File: config.mk
export PLATFORM = sky130hd
export DESIGN_NAME = tx_prefill_sched
export DESIGN_NICKNAME = d
export VERILOG_FILES = /design/src/rtl/tps_pkg.sv /design/src/rtl/tps_tune_reg.sv /design/src/rtl/tps_deadline.sv /design/src/rtl/tps_gate.sv /design/src/rtl/tx_prefill_sched.sv
export SDC_FILE = /design/constraint.sdc
export NUM_CORES = 1
export LEC_CHECK = 0
export BUFFER_PORTS_ARGS = -buffer_cell sky130_fd_sc_hd__buf_2
export CORE_MARGIN = 2
export CORE_UTILIZATION = 35
export DETAILED_ROUTE_END_ITERATION = 7
export SYNTH_ARGS = -nofsm -noshare
export SYNTH_HDL_FRONTEND = slang
export SYNTH_SLANG_ARGS = --single-unit
File: constraint.sdc
create_clock -name clk -period 5.55 [get_ports clk]
set_input_delay 0.555 -clock clk [delete_from_list [all_inputs] [get_ports clk]]
set_output_delay 0.555 -clock clk [all_outputs]
set_load 0.02 [all_outputs]
File: src/rtl/tps_pkg.sv
package tps_pkg;
  localparam logic [1:0] MODE_HOST = 2'b11;
  localparam int THR_MIN    = 2;
  localparam int THR_RELOAD = 2;
  localparam int THR_LSB    = 16;
  localparam int HC_LSB     = 8;
  localparam int OH_LSB     = 0;
  localparam int REG_W      = 32;
endpackage

File: src/rtl/tps_tune_reg.sv
module tps_tune_reg
  import tps_pkg::*;
#(
  parameter int THR_W = 6,
  parameter int HC_W  = 5,
  parameter int OH_W  = 7
) (
  input  logic             clk,
  input  logic             rst,
  input  logic             host_mode,
  input  logic             we,
  input  logic [REG_W-1:0] wdata,
  input  logic             cnt_evt,
  output logic [THR_W-1:0] thr,
  output logic [OH_W-1:0]  oh,
  output logic [REG_W-1:0] rdata
);
  localparam logic [HC_W-1:0] HC_MAX = {HC_W{1'b1}};

  logic            host_q;
  logic [HC_W-1:0] hc;
  logic            host_entry;
  logic [REG_W-1:0] rd_n;

  assign host_entry = host_mode && !host_q;

  always_comb begin
    rd_n = '0;
    rd_n[THR_LSB +: THR_W] = thr;
    rd_n[HC_LSB  +: HC_W]  = hc;
    rd_n[OH_LSB  +: OH_W]  = oh;
  end

  always_ff @(posedge clk) begin
    if (rst) begin
      host_q <= 1'b0;
      thr    <= '0;
      oh     <= '0;
      hc     <= '0;
      rdata  <= '0;
    end else begin
      host_q <= host_mode;
      if (we) begin
        thr <= wdata[THR_LSB +: THR_W];
        oh  <= wdata[OH_LSB  +: OH_W];
      end
      if (host_entry) thr <= THR_W'(THR_RELOAD);
      if (we)                          hc <= '0;
      else if (cnt_evt && hc != HC_MAX) hc <= hc + 1'b1;
      rdata <= rd_n;
    end
  end

  // saturation holds without a write
  a_r9_hc_saturates: assert property (@(posedge clk) disable iff (rst)
    (hc == HC_MAX && !we) |=> hc == HC_MAX);
  // a write always leaves the counter at zero
  a_r10_write_clears: assert property (@(posedge clk) disable iff (rst)
    we |=> hc == '0);
  // entering host mode reloads the threshold
  a_r3_host_reload: assert property (@(posedge clk) disable iff (rst)
    (host_mode && !host_q) |=> thr == THR_W'(THR_RELOAD));
endmodule

File: src/rtl/tps_deadline.sv
module tps_deadline #(
  parameter int TIME_W       = 16,
  parameter int OH_W         = 7,
  parameter int CYC_PER_UNIT = 317
) (
  input  logic [TIME_W-1:0] pkt_est_cyc,
  input  logic [TIME_W-1:0] sof_remain_cyc,
  input  logic [OH_W-1:0]   oh,
  output logic              late
);
  localparam int PROD_W = OH_W + $clog2(CYC_PER_UNIT + 1);
  localparam int SUM_W  = ((PROD_W > TIME_W) ? PROD_W : TIME_W) + 1;

  logic [SUM_W-1:0] need;

  assign need = SUM_W'(pkt_est_cyc) + SUM_W'(oh) * SUM_W'(CYC_PER_UNIT);
  assign late = need > SUM_W'(sof_remain_cyc);
endmodule

File: src/rtl/tps_gate.sv
module tps_gate
  import tps_pkg::*;
#(
  parameter int THR_W = 6,
  parameter int CNT_W = 6
) (
  input  logic             clk,
  input  logic             rst,
  input  logic             host_mode,
  input  logic             stream_dis,
  input  logic [THR_W-1:0] thr,
  input  logic [CNT_W-1:0] burst_cnt,
  input  logic             pkt_pending,
  input  logic             late,
  input  logic             sof_pulse,
  output logic             cnt_evt,
  output logic             tx_go,
  output logic             backoff,
  output logic             deferred
);
  localparam int CMP_W = ((THR_W > CNT_W) ? THR_W : CNT_W) + 1;

  logic [CMP_W-1:0] eff_thr;
  logic             ready;
  logic             eval;
  logic             go_n, bo_n, def_n;

  assign eff_thr = (thr < THR_W'(THR_MIN)) ? CMP_W'(THR_MIN) : CMP_W'(thr);
  assign ready   = stream_dis || (CMP_W'(burst_cnt) >= eff_thr);
  assign eval    = host_mode && pkt_pending && !deferred;

  always_comb begin
    go_n    = 1'b0;
    bo_n    = 1'b0;
    cnt_evt = 1'b0;
    def_n   = deferred;
    if (sof_pulse) def_n = 1'b0;
    if (!host_mode) begin
      go_n  = pkt_pending;
      def_n = 1'b0;
    end else if (eval) begin
      if (late) begin
        bo_n    = 1'b1;
        def_n   = 1'b1;
        cnt_evt = !ready;
      end else begin
        go_n = ready;
      end
    end
  end

  always_ff @(posedge clk) begin
    if (rst) begin
      tx_go    <= 1'b0;
      backoff  <= 1'b0;
      deferred <= 1'b0;
    end else begin
      tx_go    <= go_n;
      backoff  <= bo_n;
      deferred <= def_n;
    end
  end

  // in host mode with streaming on, no start below two bursts
  a_r4_min_prefill: assert property (@(posedge clk) disable iff (rst)
    (tx_go && $past(host_mode && !stream_dis)) |-> $past(burst_cnt) >= CNT_W'(THR_MIN));
  // a back-off never coincides with a start
  a_r7_no_go_on_backoff: assert property (@(posedge clk) disable iff (rst)
    !(tx_go && backoff));
  // a deferred packet cannot start in the next cycle
  a_r11_defer_blocks: assert property (@(posedge clk) disable iff (rst)
    (deferred && host_mode) |=> !tx_go);
  // outside host mode nothing is deferred
  a_r12_nonhost_clear: assert property (@(posedge clk) disable iff (rst)
    !host_mode |=> !deferred && !backoff);
endmodule

File: src/rtl/tx_prefill_sched.sv
module tx_prefill_sched
  import tps_pkg::*;
#(
  parameter int THR_W        = 6,
  parameter int HC_W         = 5,
  parameter int OH_W         = 7,
  parameter int CNT_W        = 6,
  parameter int TIME_W       = 16,
  parameter int CYC_PER_UNIT = 317
) (
  input  logic              clk,
  input  logic              rst,
  input  logic [1:0]        ctrl_mode,
  input  logic              stream_dis,
  input  logic              reg_we,
  input  logic [31:0]       reg_wdata,
  output logic [31:0]       reg_rdata,
  input  logic [CNT_W-1:0]  burst_cnt,
  input  logic              pkt_pending,
  input  logic [TIME_W-1:0] pkt_est_cyc,
  input  logic [TIME_W-1:0] sof_remain_cyc,
  input  logic              sof_pulse,
  output logic              tx_go,
  output logic              backoff,
  output logic              deferred
);
  logic             host_mode;
  logic [THR_W-1:0] thr;
  logic [OH_W-1:0]  oh;
  logic             late;
  logic             cnt_evt;

  assign host_mode = (ctrl_mode == MODE_HOST);

  tps_tune_reg #(.THR_W(THR_W), .HC_W(HC_W), .OH_W(OH_W)) u_reg (
    .clk(clk), .rst(rst), .host_mode(host_mode), .we(reg_we),
    .wdata(reg_wdata), .cnt_evt(cnt_evt), .thr(thr), .oh(oh), .rdata(reg_rdata)
  );

  tps_deadline #(.TIME_W(TIME_W), .OH_W(OH_W), .CYC_PER_UNIT(CYC_PER_UNIT)) u_dl (
    .pkt_est_cyc(pkt_est_cyc), .sof_remain_cyc(sof_remain_cyc), .oh(oh), .late(late)
  );

  tps_gate #(.THR_W(THR_W), .CNT_W(CNT_W)) u_gate (
    .clk(clk), .rst(rst), .host_mode(host_mode), .stream_dis(stream_dis),
    .thr(thr), .burst_cnt(burst_cnt), .pkt_pending(pkt_pending), .late(late),
    .sof_pulse(sof_pulse), .cnt_evt(cnt_evt), .tx_go(tx_go),
    .backoff(backoff), .deferred(deferred)
  );
endmodule

==> run metrics <==
r2r setup slk -0.12 ns; Starting DRT DRC Count 124; worst r2r path cells 19; Power per Cell Area 296 mW/mm2; height of the die ~110 um; DP Cell Count 681; RSZ-0062 raised after global routing yes; CP max FO 4; Synth Register Bits 40; Worst IR Drop VDD 189 uV; CTS max path bufs 2; initial antenna violation count 0; Async SR Flop Fraction 0%; failing checks negative setup slack; Starting Density 36.0%; largest net degree at the start of global routing 33; CTS buffer count 5; top_reg_cell synth dfxtp_1; WS Path Type register to register; Worst setup SP type register; Vias/cell 4.71; Reg area 818 um2; total of max-cap violations 0; Core ar. 0.0108 mm2; top-area cell type share of the netlist area 22.5%; TritonCTS clock tree yes; Post-synth EDFFs 0; final slew viol count 0; min-delay src u_reg.thr[4]; first-pass GRT wire length 14500 um; grt ovf 0; type of the most critical hold path register to register; R2R Path Start u_reg.oh[6]; Worst-path clk slew approximately 0.070 ns; Tightest Pin Transition slightly below 1 ns; ranking of synthesized cells by area ha_1 22%, dfxtp_1 21%, fa_1 12%, inv_1 8.8%, mux2i_1 3.6%; crit path capture type register; worst relative slew slack 33.4%; final hold violation count 0; fmax 176 MHz; Mean Syn Cell Area 8.96 um2; Via Count 3289; Core Rows 38; PortBufs 79; share of layout cells above drive strength 1 approximately 34%; CP Data Required Time 5.74 ns; number of global-route vias before repair roughly 3.3k; sequential cell area fraction in the yosys report 20.5%; CTS Hold Bufs 0; Hold Crit Depth 2; area of the multi-input gates 0.00297 mm2; Total GRT Usage roughly 15%; DR WL/cell 12.9 um; routed wire length roughly 9000 um; Min Clock Period, post-route 5.67 ns; DRC viols 0; Final Non-Filler Cells 699; FILL cells 1058; total die area 0.0120 mm2; Mapped Area 0.00390 mm2; Max Clock Skew 0.00542 ns; Ys Warns 0; # nets final 731; H-tree depth 2; I/O pin count 113; DR pass1 iterations 4; outcome complete, but fails checks; cells after synthesis around 440; DRT antenna net count 0; Final period util 102%; largest area contributor in the netlist ha_1; Critical Path AT a little under 6 ns; RR Endpoint u_reg.hc[0]; Antenna Cells 0; post-layout util a little under half; area added between synthesis and finish 31.6%; dpl hpwl 7300 um; post-route setup slack -0.118 ns; CTS Sinks 40; clock latency on the worst-skew pair 0.29 ns; Chip Width 110 um; Leakage about 2.7 nW; # setup viols final 3; GPL Wtd Cong 0.839; hold endpoint u_reg.rdata[20]; Synth cell types 57; Root Buffer clkbuf_8
==> metrics by stage <==
step                      area [um2]  total power [W]  hold slack, ns  setup TNS (ns)  setup WS (ns)
after floorplan                 3980         0.000897           0.445               0       0.000617
after global placement          4680          0.00113           0.462           -1.05         -0.300
after detailed placement        4680          0.00116           0.467           -1.80         -0.387
after CTS                       4990          0.00147           0.481               0       0.000739
after global routing            5130          0.00167           0.506           -1.51         -0.304
final                           5130          0.00152           0.481          -0.226         -0.118
==> kinds of logic (layout without fill, tap and decap cells) <==
| family | count (synthesis) | in the layout | share of synthesized area (%) |
|---|---|---|---|
| other | 1 | 14 | 0.0962 |
| XOR/XNOR | 12 | 12 | 2.70 |
| multiplexers | 14 | 14 | 3.59 |
| buffers and inverters | 111 | 222 | 12.0 |
| AND/OR/NAND/NOR | 101 | 101 | 13.9 |
| flip-flops | 40 | 40 | 20.5 |
| AO/OA/AOI/OAI | 62 | 62 | 12.4 |
| adder cells (fa/ha/maj) | 94 | 94 | 34.8 |
==> layout make-up <==
type | count | area share (%)
Clock buffer | 6 | 1.41
Clock inverter | 1 | 0.0976
Inverter | 91 | 6.66
Multi-Input combinational cell | 297 | 57.9
Sequential cell | 40 | 16.0
Tap cell | 140 | 3.41
Timing Repair Buffer | 124 | 14.6
==> placed cells by master, fill, tap and decap left out, drive strengths merged, types with 2 or more instances in the layout <==
master / instances
a211oi: 4
a21boi: 2
buf: 124
and3: 4
a21oi: 15
ha: 70
clkbuf: 6
inv: 91
fa: 24
o2111ai: 2
nor2b: 14
conb: 14
xnor2: 8
dfxtp: 40
and3b: 2
xor2: 4
o41ai: 2
a2111oi: 2
nand3: 7
and4bb: 2
a21o: 7
o21a: 4
o21ai: 8
nand4: 5
nor2: 34
nand2b: 3
mux2i: 14
nor4: 3
o311ai: 4
nor3: 4
or3: 3
nand2: 13
o31ai: 3
==> layer usage <==
layer / vias up / part of all wire (%) / global-route usage [%]
met4: 0 / 0.99 / 4.43
met5: - / 0 / 0
li1: 1667 / - / -
met2: 96 / 49 / 27.5
met3: 6 / 5.6 / 1.78
met1: 1520 / 45 / 19.1
==> flip-flops by register name (all words and copies together), names as in the netlist <==
signal / count
u_reg.thr: 6
u_gate.deferred: 1
u_reg.oh: 7
u_reg.host_q: 1
u_gate.backoff: 1
u_reg.hc: 5
u_gate.tx_go: 1
u_reg.rdata: 18
==> power breakdown <==
part	leakage, nW	switching (W)	total, W	internal (W)
registers	0.330	0.00000681	0.000305	0.000298
logic	2.30	0.000516	0.00103	0.000518
clock network	0.0410	0.0000935	0.000179	0.0000854
total	2.67	0.000617	0.00152	0.000901
==> timing repair <==
| action | CTS | global route |
|---|---|---|
| resized for setup | 39 | 20 |
| setup buffers | 7 | 5 |
| pin swaps | 26 | 15 |
| setup endpoints to repair | 8 | 8 |
==> Yosys cell counts (4+ instances only) <==
| cell | number |
|---|---|
| nand4_1 | 5 |
| nand2_1 | 13 |
| nor2b_1 | 13 |
| o21ai_0 | 8 |
| nor2_1 | 34 |
| buf_4 | 14 |
| nand3_1 | 6 |
| o21a_1 | 4 |
| a21o_1 | 7 |
| inv_1 | 91 |
| fa_1 | 24 |
| mux2i_1 | 14 |
| nor3_1 | 4 |
| clkbuf_1 | 5 |
| xnor2_1 | 8 |
| xor2_1 | 4 |
| dfxtp_1 | 40 |
| ha_1 | 70 |
| a21oi_1 | 14 |
==> critical path, stage by stage, from the launching register on <==
cell	delay (ns)
dfxtp_4	0.36
fa_2	0.60
buf_4	0.12
fa_1	0.42
fa_1	0.52
inv_2	0.04
fa_1	0.49
inv_2	0.05
ha_4	0.15
or4b_4	0.55
a32oi_4	0.28
a21oi_2	0.10
xor2_1	0.17
ha_2	0.20
or3_4	0.33
a221oi_2	0.17
o211ai_1	0.25
nor2b_4	0.21
or4_1	0.38
and3_1	0.17
==> how the worst max path moves through the flow <==
stage / start / endpoint / slack, ns / depth (start not counted)
after floorplan: u_reg.oh[3] / u_reg.hc[0] / 0.0006 / 22
after global routing: u_reg.oh[3] / u_reg.hc[0] / -0.30 / 22
after CTS: u_reg.oh[3] / u_reg.hc[0] / 0.0007 / 21
after global placement: u_reg.oh[2] / u_reg.hc[0] / -0.30 / 22
final: u_reg.oh[6] / u_reg.hc[0] / -0.12 / 19
after detailed placement: u_reg.oh[2] / u_reg.hc[0] / -0.39 / 22
(Power assumes the default switching activity.)
